`src/rtl/wdt_pkg.sv`:
```
package wdt_pkg;

    localparam int REG_W = 16;
    localparam int CNT_W = 8;

    localparam logic [3:0] OFS_CTRL  = 4'h0;
    localparam logic [3:0] OFS_SVC   = 4'h2;
    localparam logic [3:0] OFS_CAUSE = 4'h4;
    localparam logic [3:0] OFS_IRQC  = 4'h6;
    localparam logic [3:0] OFS_MISC  = 4'h8;

    localparam logic [REG_W-1:0] KEY_FIRST  = 16'h5555;
    localparam logic [REG_W-1:0] KEY_SECOND = 16'hAAAA;

    // control word, bit positions fixed by the register layout
    typedef struct packed {
        logic [CNT_W-1:0] period;    // 15:8
        logic             hold_wait; // 7
        logic             spare;     // 6
        logic             ext_quiet; // 5 : 0 drives external reset
        logic             sw_quiet;  // 4 : 0 requests software reset
        logic             tout_ext;  // 3
        logic             enable;    // 2
        logic             hold_dbg;  // 1
        logic             hold_lp;   // 0
    } ctrl_t;

    typedef struct packed {
        logic             ien;   // 15
        logic             flag;  // 14
        logic [5:0]       spare; // 13:8
        logic [CNT_W-1:0] lead;  // 7:0
    } irqc_t;

    typedef enum logic [2:0] {
        CAUSE_SOFT = 3'b001,
        CAUSE_TOUT = 3'b010,
        CAUSE_POR  = 3'b100
    } cause_e;

    typedef enum logic {
        KEY_IDLE,
        KEY_ARMED
    } key_state_e;

    function automatic ctrl_t ctrl_default();
        ctrl_t c;
        c = '0;
        c.ext_quiet = 1'b1;
        c.sw_quiet  = 1'b1;
        return c;
    endfunction

    function automatic logic [REG_W-1:0] cause_word(cause_e c);
        return {11'b0, c[2], 2'b00, c[1], c[0]};
    endfunction

    function automatic logic is_held(ctrl_t c, logic wt, logic dbg, logic lp);
        return (wt & c.hold_wait) | (dbg & c.hold_dbg) | (lp & c.hold_lp);
    endfunction

endpackage

```
`src/rtl/wdt_prescaler.sv`:
```
module wdt_prescaler #(
    parameter int DIV = 16384
) (
    input  logic clk,
    input  logic clr,
    input  logic tick,
    input  logic run,
    output logic half_tick
);
    localparam int CW = (DIV > 2) ? $clog2(DIV) : 1;
    localparam logic [CW-1:0] LAST = CW'(DIV - 1);

    logic [CW-1:0] cnt_q;

    always_ff @(posedge clk) begin
        if (clr)
            cnt_q <= '0;
        else if (run && tick)
            cnt_q <= (cnt_q == LAST) ? '0 : cnt_q + 1'b1;
    end

    assign half_tick = run && tick && (cnt_q == LAST);

    // a paused prescaler keeps its phase
    AST_PRESCALE_HOLD: assert property (@(posedge clk) disable iff (clr)
        (!run) |=> $stable(cnt_q));
endmodule

```
`src/rtl/wdt_keyseq.sv`:
```
module wdt_keyseq
    import wdt_pkg::*;
(
    input  logic             clk,
    input  logic             clr,
    input  logic             wr_svc,
    input  logic [REG_W-1:0] wdata,
    output logic             reload
);
    key_state_e st_q;

    always_ff @(posedge clk) begin
        if (clr)
            st_q <= KEY_IDLE;
        else if (wr_svc)
            st_q <= (wdata == KEY_FIRST) ? KEY_ARMED : KEY_IDLE;
    end

    assign reload = wr_svc && (st_q == KEY_ARMED) && (wdata == KEY_SECOND);

    AST_KEY_RESTART: assert property (@(posedge clk) disable iff (clr)
        (wr_svc && wdata != KEY_FIRST) |=> (st_q == KEY_IDLE));
    AST_KEY_CONSUMED: assert property (@(posedge clk) disable iff (clr)
        reload |=> !reload);
endmodule

```
`src/rtl/wdt_countdown.sv`:
```
module wdt_countdown
    import wdt_pkg::*;
(
    input  logic             clk,
    input  logic             clr,
    input  logic             load,
    input  logic [CNT_W-1:0] period,
    input  logic [CNT_W-1:0] lead,
    input  logic             run,
    input  logic             half_tick,
    output logic             expire,
    output logic             lead_hit
);
    localparam logic [CNT_W:0] ONE = (CNT_W+1)'(1);

    logic [CNT_W:0] rem_q;
    logic [CNT_W:0] rem_next;

    assign rem_next = rem_q - ONE;
    assign expire   = half_tick && (rem_q == ONE);
    assign lead_hit = half_tick && (rem_q > ONE) && (lead != '0)
                      && (rem_next == {1'b0, lead});

    always_ff @(posedge clk) begin
        if (clr)
            rem_q <= '0;
        else if (load)
            rem_q <= {1'b0, period} + ONE;
        else if (half_tick && rem_q != '0)
            rem_q <= rem_next;
    end

    AST_SUSPEND_HOLD: assert property (@(posedge clk) disable iff (clr)
        (!run && !load) |=> $stable(rem_q));
endmodule

```
`src/rtl/wdt_core.sv`:
```
module wdt_core
    import wdt_pkg::*;
#(
    parameter int HALF_DIV = 16384
) (
    input  logic             clk,
    input  logic             rst,
    input  logic             ref_tick,
    input  logic             in_wait,
    input  logic             in_debug,
    input  logic             in_lowpwr,
    input  logic [3:0]       bus_addr,
    input  logic             bus_wr,
    input  logic [REG_W-1:0] bus_wdata,
    output logic [REG_W-1:0] bus_rdata,
    output logic             rst_req,
    output logic             ext_rst_n,
    output logic             irq,
    output logic             pd_en
);
    ctrl_t  ctrl_q;
    irqc_t  irqc_q;
    logic   misc_q;
    cause_e cause_q;
    logic   tout_q, soft_q;

    ctrl_t  wr_ctrl_val;
    irqc_t  wr_irqc_val;
    logic   wr_ctrl, wr_svc, wr_irqc, wr_misc;
    logic   reinit, sub_clr, run, load, reload, en_rise;
    logic   half_tick, expire, lead_hit, flag_set;

    assign wr_ctrl_val = ctrl_t'(bus_wdata);
    assign wr_irqc_val = irqc_t'(bus_wdata);
    assign wr_ctrl = bus_wr && (bus_addr == OFS_CTRL);
    assign wr_svc  = bus_wr && (bus_addr == OFS_SVC);
    assign wr_irqc = bus_wr && (bus_addr == OFS_IRQC);
    assign wr_misc = bus_wr && (bus_addr == OFS_MISC);

    assign reinit  = tout_q | soft_q;
    assign sub_clr = rst | reinit;
    assign run     = ctrl_q.enable && !is_held(ctrl_q, in_wait, in_debug, in_lowpwr);
    assign en_rise = wr_ctrl && !ctrl_q.enable && wr_ctrl_val.enable;
    assign load    = en_rise || (reload && ctrl_q.enable);
    assign flag_set = lead_hit && irqc_q.ien;

    wdt_prescaler #(.DIV(HALF_DIV)) u_pre (
        .clk       (clk),
        .clr       (sub_clr | load),
        .tick      (ref_tick),
        .run       (run),
        .half_tick (half_tick)
    );

    wdt_keyseq u_key (
        .clk    (clk),
        .clr    (sub_clr),
        .wr_svc (wr_svc),
        .wdata  (bus_wdata),
        .reload (reload)
    );

    wdt_countdown u_cnt (
        .clk       (clk),
        .clr       (sub_clr),
        .load      (load),
        .period    (en_rise ? wr_ctrl_val.period : ctrl_q.period),
        .lead      (irqc_q.lead),
        .run       (run),
        .half_tick (half_tick),
        .expire    (expire),
        .lead_hit  (lead_hit)
    );

    always_ff @(posedge clk) begin
        if (rst) begin
            ctrl_q  <= ctrl_default();
            irqc_q  <= '0;
            misc_q  <= 1'b0;
            cause_q <= CAUSE_POR;
            tout_q  <= 1'b0;
            soft_q  <= 1'b0;
        end else if (reinit) begin
            ctrl_q  <= ctrl_default();
            irqc_q  <= '0;
            misc_q  <= 1'b0;
            cause_q <= tout_q ? CAUSE_TOUT : CAUSE_SOFT;
            tout_q  <= 1'b0;
            soft_q  <= 1'b0;
        end else begin
            tout_q <= expire;
            soft_q <= wr_ctrl && !wr_ctrl_val.sw_quiet;
            if (wr_ctrl) begin
                ctrl_q        <= wr_ctrl_val;
                ctrl_q.spare  <= 1'b0;
                ctrl_q.enable <= ctrl_q.enable | wr_ctrl_val.enable;
            end
            if (wr_irqc) begin
                irqc_q.ien   <= wr_irqc_val.ien;
                irqc_q.lead  <= wr_irqc_val.lead;
                irqc_q.flag  <= (irqc_q.flag & ~wr_irqc_val.flag) | flag_set;
            end else if (flag_set) begin
                irqc_q.flag  <= 1'b1;
            end
            if (wr_misc)
                misc_q <= bus_wdata[0];
        end
    end

    always_comb begin
        case (bus_addr)
            OFS_CTRL:  bus_rdata = ctrl_q;
            OFS_CAUSE: bus_rdata = cause_word(cause_q);
            OFS_IRQC:  bus_rdata = irqc_q;
            OFS_MISC:  bus_rdata = {15'b0, misc_q};
            default:   bus_rdata = '0;
        endcase
    end

    assign rst_req   = reinit;
    assign ext_rst_n = ctrl_q.ext_quiet && !(tout_q && ctrl_q.tout_ext);
    assign irq       = irqc_q.flag && irqc_q.ien;
    assign pd_en     = misc_q;

    AST_REQ_ONE_CYCLE: assert property (@(posedge clk) disable iff (rst)
        rst_req |=> !rst_req);
    AST_ENABLE_STICKY: assert property (@(posedge clk) disable iff (rst)
        (ctrl_q.enable && !reinit) |=> ctrl_q.enable);
    AST_CAUSE_ONEHOT: assert property (@(posedge clk) disable iff (rst)
        $countones(cause_q) == 1);
    AST_FLAG_NEEDS_EN: assert property (@(posedge clk) disable iff (rst)
        $rose(irqc_q.flag) |-> $past(irqc_q.ien));
    AST_SOFT_CAUSE: assert property (@(posedge clk) disable iff (rst)
        (soft_q && !tout_q) |=> (cause_q == CAUSE_SOFT));
    AST_REINIT_CTRL: assert property (@(posedge clk) disable iff (rst)
        reinit |=> (ctrl_q == ctrl_default()));
endmodule

```
`config.mk`:
```
export PLATFORM = sky130hd
export DESIGN_NAME = wdt_core
export DESIGN_NICKNAME = d
export VERILOG_FILES = /design/src/rtl/wdt_pkg.sv /design/src/rtl/wdt_prescaler.sv /design/src/rtl/wdt_keyseq.sv /design/src/rtl/wdt_countdown.sv /design/src/rtl/wdt_core.sv
export SDC_FILE = /design/constraint.sdc
export NUM_CORES = 1
export LEC_CHECK = 0
export BUFFER_PORTS_ARGS = -buffer_cell sky130_fd_sc_hd__buf_2
export CORE_MARGIN = 2
export CORE_UTILIZATION = 60
export CTS_BUF_LIST = sky130_fd_sc_hd__clkbuf_2 sky130_fd_sc_hd__clkbuf_4 sky130_fd_sc_hd__clkbuf_8
export DETAILED_ROUTE_END_ITERATION = 10
export MAX_ROUTING_LAYER = met4
export PLACE_DENSITY = 0.88
export SYNTH_ARGS = -nofsm -noshare
export SYNTH_HDL_FRONTEND = slang
export SYNTH_HIERARCHICAL = 1
export SYNTH_SLANG_ARGS = --single-unit
```
`constraint.sdc`:
```
create_clock -name clk -period 3.2 [get_ports clk]
set_input_delay 0.48 -clock clk [delete_from_list [all_inputs] [get_ports clk]]
set_output_delay 0.48 -clock clk [all_outputs]
set_load 0.05 [all_outputs]
```
==> run metrics, run 1 <==
initial detailed-routing violation count 248; cts bufs inserted 5; fin area 3730 µm²; gr usage total 0.286; Max Fclk 412 MHz; share of cells above drive strength 1 0.231; cell count after synthesis 394; Layout area overhead 10.2%; Worst EP required 2720 ps; IO Pins 47; Resized cells post-CTS 0; GRT Residual Overflow 0; smallest hold slack 380 ps; first-pass GRT wire length 14.0 mm; # rows 27; worst hold path type in -> reg; Initial Util 0.619; Via density 6.30; initial antenna violation count 0; Pre-antenna DRT Iters 7; CTS tree yes; Final Hold Vio Count 0; fin crit share 0.758; DRC viols 0; Synth top area share 0.325; Post-synth top cells 55 x dfxtp_1, 32 x nor2_1, 30 x nand2_1; synthesized net count 426; Post-synth top flop dfxtp_1; endpoints failing setup 0; gp weighted congestion 0.935; Post-DP Area 3640 µm²; Seq/Total Area, Yosys 0.325; WL final 8.53 mm; clock sinks 55; # nets final 464; number of port buffers 46; worst clock skew 9.56 ps; final non-filler cell total 505; headroom to the max-slew limit 0.534; HPWL Detailed 6.31 mm; arrival time worst endpoint 1940 ps; width of the die 79.1 µm; Routed Antenna Nets 0; Core Box Area 5470 µm²; outcome complete, no violations; synthesized cell area 3390 µm²; maximum vdd drop 0.000225 V; sequential share of power 0.571; Area contributors post-synth dfxtp_1 33%, xnor2_1 5.4%, nand3_1 3.5%, nor2_1 3.5%, nand2_1 3.3%; max cap viols 0; largest net degree at the start of global routing 25; Tot Pwr 1.22 mW; pwr dens 328 nW/µm²; WS Path Type in -> out; Comb power frac 0.109; Mean Syn Cell Area 8.59 µm²; Yosys reg bits 55; vias in the first global route 3016; pins over their slew limit 0; worst skew pair latency 300 ps; most instantiated library cell after synthesis dfxtp_1; min Tclk post-route 2420 ps; worst slack at placement 510 ps; Setup Fix Bufs, Post-CTS 0; Worst-Margin Slew 690 ps; worst-path fanout max 10; CTS root buffer clkbuf_8; Switching Fraction 0.269; cell taking the most area after synthesis dfxtp_1; Setup TNS 0 ps; routed len/inst 16.9 µm; Pint 0.895 mW; Pleak 1.44 nW; Crit. End Element primary output; Hold Buf Count CTS 0; post-route core utilization 0.682; Psw 0.329 mW; Clock Path Buffers 2; RSZ-0062 raised after global routing no; Final Worst Setup Slack 775 ps; Vias 3180; H-tree depth 2; placed insts 497; crit start category input port; Async S/R FF share, synth 0; # diodes 0; Distinct cells, synth 70; die area 6260 µm²; Die Span Y 79.1 µm; clock-pin slew on the worst setup and hold paths 100 ps; clock power share 0.321; Ys Warns 6; Post-synth EDFFs 0
## cell usage in the layout (no fill, tap or decap), types with 3 or more instances in the layout
cell type,Yosys,layout
and2_1,9,9
nand4_1,6,6
or2_2,3,3
xor2_1,8,8
nor4bb_1,5,5
o21ai_1,3,3
inv_1,12,12
and3_1,3,3
ha_1,5,5
nor2_1,32,32
nand3b_1,3,3
buf_4,2,6
o21ai_0,22,22
mux2i_1,7,7
clkbuf_8,0,5
a211oi_1,4,4
nor4b_1,3,3
a22o_1,6,6
mux2_2,8,8
xnor2_1,21,21
a21o_1,4,4
o211ai_1,7,7
dfxtp_1,55,55
buf_2,11,46
nand2_1,30,30
nand3_1,24,24
nor4_4,3,3
nor3_1,11,10
nor4_1,8,8
a21oi_1,22,22
## cell type report
class / instances / area (µm²)
fill: 443 / 1740
multi-input combinational: 306 / 2130
clock inverter: 3 / 22.5
timing repair buffer: 52 / 275
tap: 72 / 90.1
sequential: 55 / 1100
inverter: 12 / 45.0
clock buffer: 5 / 68.8
## power groups by stage
stage	clock [mW]	combinational, mW	sequential, mW
CTS	0.395	0.130	0.698
detailed placement	0	0.129	0.713
floorplan	0	0.0863	0.710
global route	0.427	0.143	0.699
finish	0.392	0.133	0.698
global placement	0	0.126	0.713
## worst paths after layout
kind	from	to	slack (ps)	depth (start not counted)
worst min register to register	cause_q[2]	cause_q[2]	490	1
worst max register to register	ctrl_q[2]	irqc_q[14]	810	8
worst min-delay path	rst	cause_q[1]	380	2
worst max-delay path	bus_addr[3]	bus_rdata[0]	780	5
## registers in the layout, summed over array words and instances (netlist names), 3 cells and up
name	flops
cause_q	3
u_cnt/rem_q	9
irqc_q	10
u_pre/cnt_q	14
ctrl_q	15
## worst max-delay path, stage by stage
cell	delay (ps)
buf_2	160
nor4b_1	650
a22oi_1	230
o21ai_0	130
buf_2	290
## per-layer routing
metal  up-vias  GRT usage  share of wire
li1       1514          -              -
met1      1510      0.358           0.43
met2       131      0.473           0.47
met3        25     0.0511          0.075
met4         0     0.0879          0.019
met5         -          -              0
## kinds of logic after synthesis
group,count (synthesis),share of synthesized area
and+or+nand+nor,163,0.298
AOI/OAI and AO/OA,94,0.188
DFF,55,0.325
muxes,15,0.0473
adders and majority gates,5,0.0185
buffers and inverters,33,0.0473
xor gates and xnor gates,29,0.0750
(Power assumes the default switching activity.)
==> run 2: changes to the inputs <==
clock period = 2.37 ns   (was 3.2 ns; I/O delays follow)
==> run 2 against run 1 <==
- cell count increased by 3.0%
- wire length is 6.4% higher
- critical endpoint is now irqc_q[14]
- non-clock buffer count grew 15
- global-route usage is 2.2 points higher
- largest power group unchanged
==> run metrics, run 2 (synthesis results as in run 1) <==
outcome complete, no violations; IO Pins 47; Clock Path Buffers 2; Layout area overhead 13.9%; Pleak 1.51 nW; CTS tree yes; H-tree depth 2; first-pass GRT wire length 14.8 mm; initial detailed-routing violation count 267; worst slack at placement -9.73 ps; gr usage total 0.309; register with the most flip-flops ctrl_q; Routed Antenna Nets 0; width of the die 79.1 µm; r2r worst-path depth 9; Worst-Margin Slew 592 ps; arrival time worst endpoint 2460 ps; commonest non-fill, non-tap cell in the layout dfxtp_1; fin crit share 0.938; routed len/inst 17.4 µm; top flop regs ctrl_q x15, u_pre/cnt_q x14, irqc_q x10; Final Hold Vio Count 0; endpoints failing setup 0; worst clock skew 6.20 ps; largest net degree at the start of global routing 25; Die Span Y 79.1 µm; cts bufs inserted 5; Worst EP required 2610 ps; Final Worst Setup Slack 147 ps; Via density 6.28; # rows 27; gp weighted congestion 0.943; HPWL Detailed 6.74 mm; RSZ-0062 raised after global routing no; crit-path cells inv_1, ha_1, xor2_1, a211oi_1, a21oi_1, nor4b_2, and3_1, nand2_1, a311oi_1; crit start category register; headroom to the max-slew limit 0.602; CP peak stage delay 440 ps; clock sinks 55; vias in the first global route 3136; placed insts 512; min Tclk post-route 2220 ps; # diodes 0; CTS root buffer clkbuf_8; maximum vdd drop 0.000268 V; # nets final 479; Hold Crit Depth 2; worst skew pair latency 320 ps; clock-pin slew on the worst setup and hold paths 110 ps; DRC viols 0; Max Fclk 450 MHz; pwr dens 437 nW/µm²; max cap viols 0; Core Box Area 5470 µm²; worst-path fanout max 5; die area 6260 µm²; GRT Residual Overflow 0; commonest cells after routing, fill and taps aside 55 x dfxtp_1, 46 x buf_2, 32 x nor2_1, 30 x nand2_1, 24 x nand3_1; Vias 3266; Crit. End Element register; smallest hold slack 252 ps; WL final 9.07 mm; initial antenna violation count 0; Pre-antenna DRT Iters 5; worst hold path type in -> reg; final non-filler cell total 520; worst-path cell with the longest stage delay dfxtp_1; max reg flops 15; Hold Buf Count CTS 0; Initial Util 0.619; pins over their slew limit 0; share of cells above drive strength 1 0.261; number of port buffers 46; WS Path Type reg -> reg
## run 2: cell count changes in the layout (fill, tap and decap cells not counted), sizes merged
cell  change
buf      +15
## run 2: routing by layer
| metal | vias to the layer above | track usage | wire length [µm] |
|---|---|---|---|
| li1 | 1544 | - | - |
| met1 | 1544 | 0.369 | 3870 |
| met2 | 151 | 0.523 | 4350 |
| met3 | 27 | 0.0557 | 641 |
| met4 | 0 | 0.110 | 218 |
| met5 | - | - | 0 |
## run 2: area by class of cell
type	instances	area [µm²]
Inverter	12	45.0
Tap cell	72	90.1
Fill cell	412	1620
Sequential cell	55	1100
Timing Repair Buffer	67	388
Clock inverter	3	22.5
Clock buffer	5	68.8
Multi-Input combinational cell	306	2140
## run 2: power breakdown
part,switching (mW),internal [mW],total [mW],leakage (nW)
Sequential,0.0107,0.932,0.942,0.444
Clock,0.336,0.213,0.549,0.0485
Combinational,0.121,0.0745,0.195,1.02
Total,0.468,1.22,1.69,1.51
## run 2: timing repair
| action | 4_1_cts | 5_1_grt |
|---|---|---|
| setup buffers | 0 | 0 |
| gates resized for setup | 0 | 2 |
| setup endpoints to repair | 0 | 1 |
## run 2: through the flow
step           TNS (ps)  power, mW  utilization  instance area, µm²
2_1_floorplan         0       1.08            -                3390
3_3_place_gp          0       1.15        0.686                3750
3_5_place_dp      -12.3       1.15        0.686                3750
4_1_cts               0       1.69        0.703                3840
5_1_grt               0       1.74        0.705                3860
6_report              0       1.69        0.705                3860
## run 2: worst paths after layout
| kind | from | to | slack [ps] |
|---|---|---|---|
| worst max register to register | u_cnt/rem_q[0] | irqc_q[14] | 150 |
| worst min-delay path | rst | cause_q[1] | 250 |
| worst min register to register | ctrl_q[0] | ctrl_q[0] | 480 |
| worst max-delay path | u_cnt/rem_q[0] | irqc_q[14] | 150 |
## run 2: critical path: cells and delay by family (launching register included)
family,cells,cell delay (ps)
flops,1,440
simple gates,3,550
compound gates,3,560
xor+xnor,1,190
buf+inv,1,120
fa+ha+maj,1,290
==> run 3: changes to the inputs <==
ABC_AREA = 1   (was not set)
==> run 3 against run 2 <==
- count of clock-buffer cells in the layout is 1 higher
- die area is 4.3% higher
- critical path depth is 7 higher
- design area is 3.0% higher
- synthesized cell count is 37% higher
- first-iteration DRC count is 15% higher
- non-clock buffer count is 9 lower
==> run metrics, run 3 <==
outcome complete, no violations; IO Pins 47; r2r worst-path depth 15; Yosys reg bits 55; final non-filler cell total 666; Filler cells 482; GRT Residual Overflow 0; WL final 8.58 mm; endpoints failing setup 0; number of port buffers 46; Global Route met3 Usage 0.0411; CTS tree yes; largest family of logic cells by synthesized area simple AND/OR/NAND/NOR gates; WS Path Type in -> reg; synthesized net count 572; worst slack at placement -18.4 ps; cell taking the most area after synthesis dfxtp_1; top flop regs ctrl_q x15, u_pre/cnt_q x14, irqc_q x10; Final Hold Vio Count 0; area occupied by multi-input gates 2070 µm²; post-route core utilization 0.709; Distinct cells, synth 44; initial antenna violation count 0; gp weighted congestion 0.934; cts bufs inserted 5; Pre-antenna DRT Iters 5; gr usage total 0.291; pwr dens 423 nW/µm²; crit-path cells buf_2, nor2_2, nand2_2, nor2_1, nand4_1, nand3b_1, nor2_1, inv_1, o21ai_0, clkinv_1, nand2_4, inv_4, nand2_1, nand3_1, nand2_1, inv_1; width of the die 80.8 µm; vias in the first global route 3322; internal reg-to-reg setup slack 300 ps; largest net degree at the start of global routing 22; Initial Util 0.631; worst skew pair latency 310 ps; register with the most flip-flops ctrl_q; XOR/XNOR Fraction of Synth Area 0.0223; H-tree depth 2; smallest hold slack 247 ps; most instantiated library cell after synthesis nand2_1; pins over their slew limit 0; fin crit share 0.884; Final Worst Setup Slack 274 ps; CP peak stage delay 320 ps; first-pass GRT wire length 14.7 mm; CTS root buffer clkbuf_8; Vias 3600; Pleak 1.86 nW; worst hold path endpoint cause_q[1]; Setup Fix Bufs, Post-CTS 0; GR Layer Usage met1 0.370; arrival time worst endpoint 2300 ps; commonest cells after routing, fill and taps aside 119 x nand2_1, 85 x nor2_1, 69 x inv_1, 55 x dfxtp_1, 46 x buf_2; Async S/R FF share, synth 0; Post-synth top cells 119 x nand2_1, 85 x nor2_1, 69 x inv_1; adder-cell area share of the yosys netlist 0.0177; # rows 27; cell count after synthesis 540; Die Span Y 80.8 µm; routed len/inst 12.9 µm; Area contributors post-synth dfxtp_1 31%, nand2_1 13%, nor2_1 9.0%, inv_1 7.3%, nand3_1 5.5%; worst-path cell with the longest stage delay clkinv_1; Ys Warns 6; HPWL Detailed 6.56 mm; headroom to the max-slew limit 0.686; # diodes 0; max cap viols 0; Reg2Reg Capture Point irqc_q[14]; clock sinks 55; Via density 5.41; RR Startpoint ctrl_q[7]; met2 Usage GRT 0.476; fraction of synthesized area in multiplexers 0; # nets final 626; RSZ-0062 raised after global routing no; Worst-Margin Slew 471 ps; Hold Crit Depth 2; Setup TNS 0 ps; Clock Path Buffers 2; Crit. End Element register; Seq/Total Area, Yosys 0.311; commonest non-fill, non-tap cell in the layout nand2_1; worst hold path type in -> reg; Worst EP required 2580 ps; delay-heaviest family, CP simple AND/OR/NAND/NOR gates; min Tclk post-route 2100 ps; worst-path fanout max 9; initial detailed-routing violation count 306; post-synthesis simple-gate area fraction 0.422; worst clock skew 8.93 ps; die area 6530 µm²; Post-synth EDFFs 0; Seq. cell area 1100 µm²; share of cells above drive strength 1 0.209; Layout area overhead 12.3%; Routed Antenna Nets 0; clock-pin slew on the worst setup and hold paths 100 ps; Max Fclk 477 MHz; synthesized cell area 3540 µm²; hold_sp rst; Mean Syn Cell Area 6.55 µm²; placed insts 659; max reg flops 15; Post-synth top flop dfxtp_1; Core Box Area 5610 µm²; grt peak-use layer met2; Synth Area in Compound Gates 0.120; worst path bufs/invs 5; Synth top area share 0.311; crit start category input port; DRC viols 0; maximum vdd drop 0.000308 V
[run 3: worst max-delay path by stage]
stage	from	endpoint	slack, ps	cells after the start
after floorplan	bus_addr[0]	bus_rdata[2]	50	5
after global placement	bus_addr[3]	u_cnt/rem_q[5]	0.7	16
after detailed placement	bus_addr[3]	u_cnt/rem_q[5]	-20	16
after CTS	ctrl_q[7]	irqc_q[14]	190	15
after global routing	bus_addr[3]	u_cnt/rem_q[5]	30	16
final	bus_addr[3]	u_cnt/rem_q[5]	270	16
[run 3: per-stage QoR]
stage                     power [mW]  instance area [µm²]
after floorplan                 1.08                 3540
after global placement          1.15                 3880
after detailed placement        1.15                 3880
after CTS                       1.69                 3970
after global routing            1.75                 3970
final                           1.68                 3970
[run 3: timing repair]
action                                  CTS  global route
endpoints found under the setup margin    0             1
gates resized for setup                   0             1
hold buffers                              0             0
[run 3: cell families (layout without fill, tap and decap cells)]
logic type | after synthesis | count (layout)
adders and majority gates | 5 | 5
DFF | 55 | 55
buffers and inverters | 90 | 144
xor gates and xnor gates | 9 | 9
and+or+nand+nor | 309 | 309
AOI/OAI and AO/OA | 72 | 72
[run 3: routing by layer]
metal	vias up	share of wire
li1	1820	-
met1	1631	0.44
met2	134	0.48
met3	15	0.061
met4	0	0.016
met5	-	0
[run 3: report_power, final]
group	switching, mW	internal [mW]
Sequential	0.00937	0.933
Clock	0.307	0.236
Combinational	0.129	0.0651
Total	0.445	1.23
[run 3: final cells by class]
cell class,count,area share
inverter,79,0.0765
sequential,55,0.277
clock buffer,6,0.0208
clock inverter,1,0.00220
tap,72,0.0227
multi-input combinational,395,0.520
timing repair buffer,58,0.0806
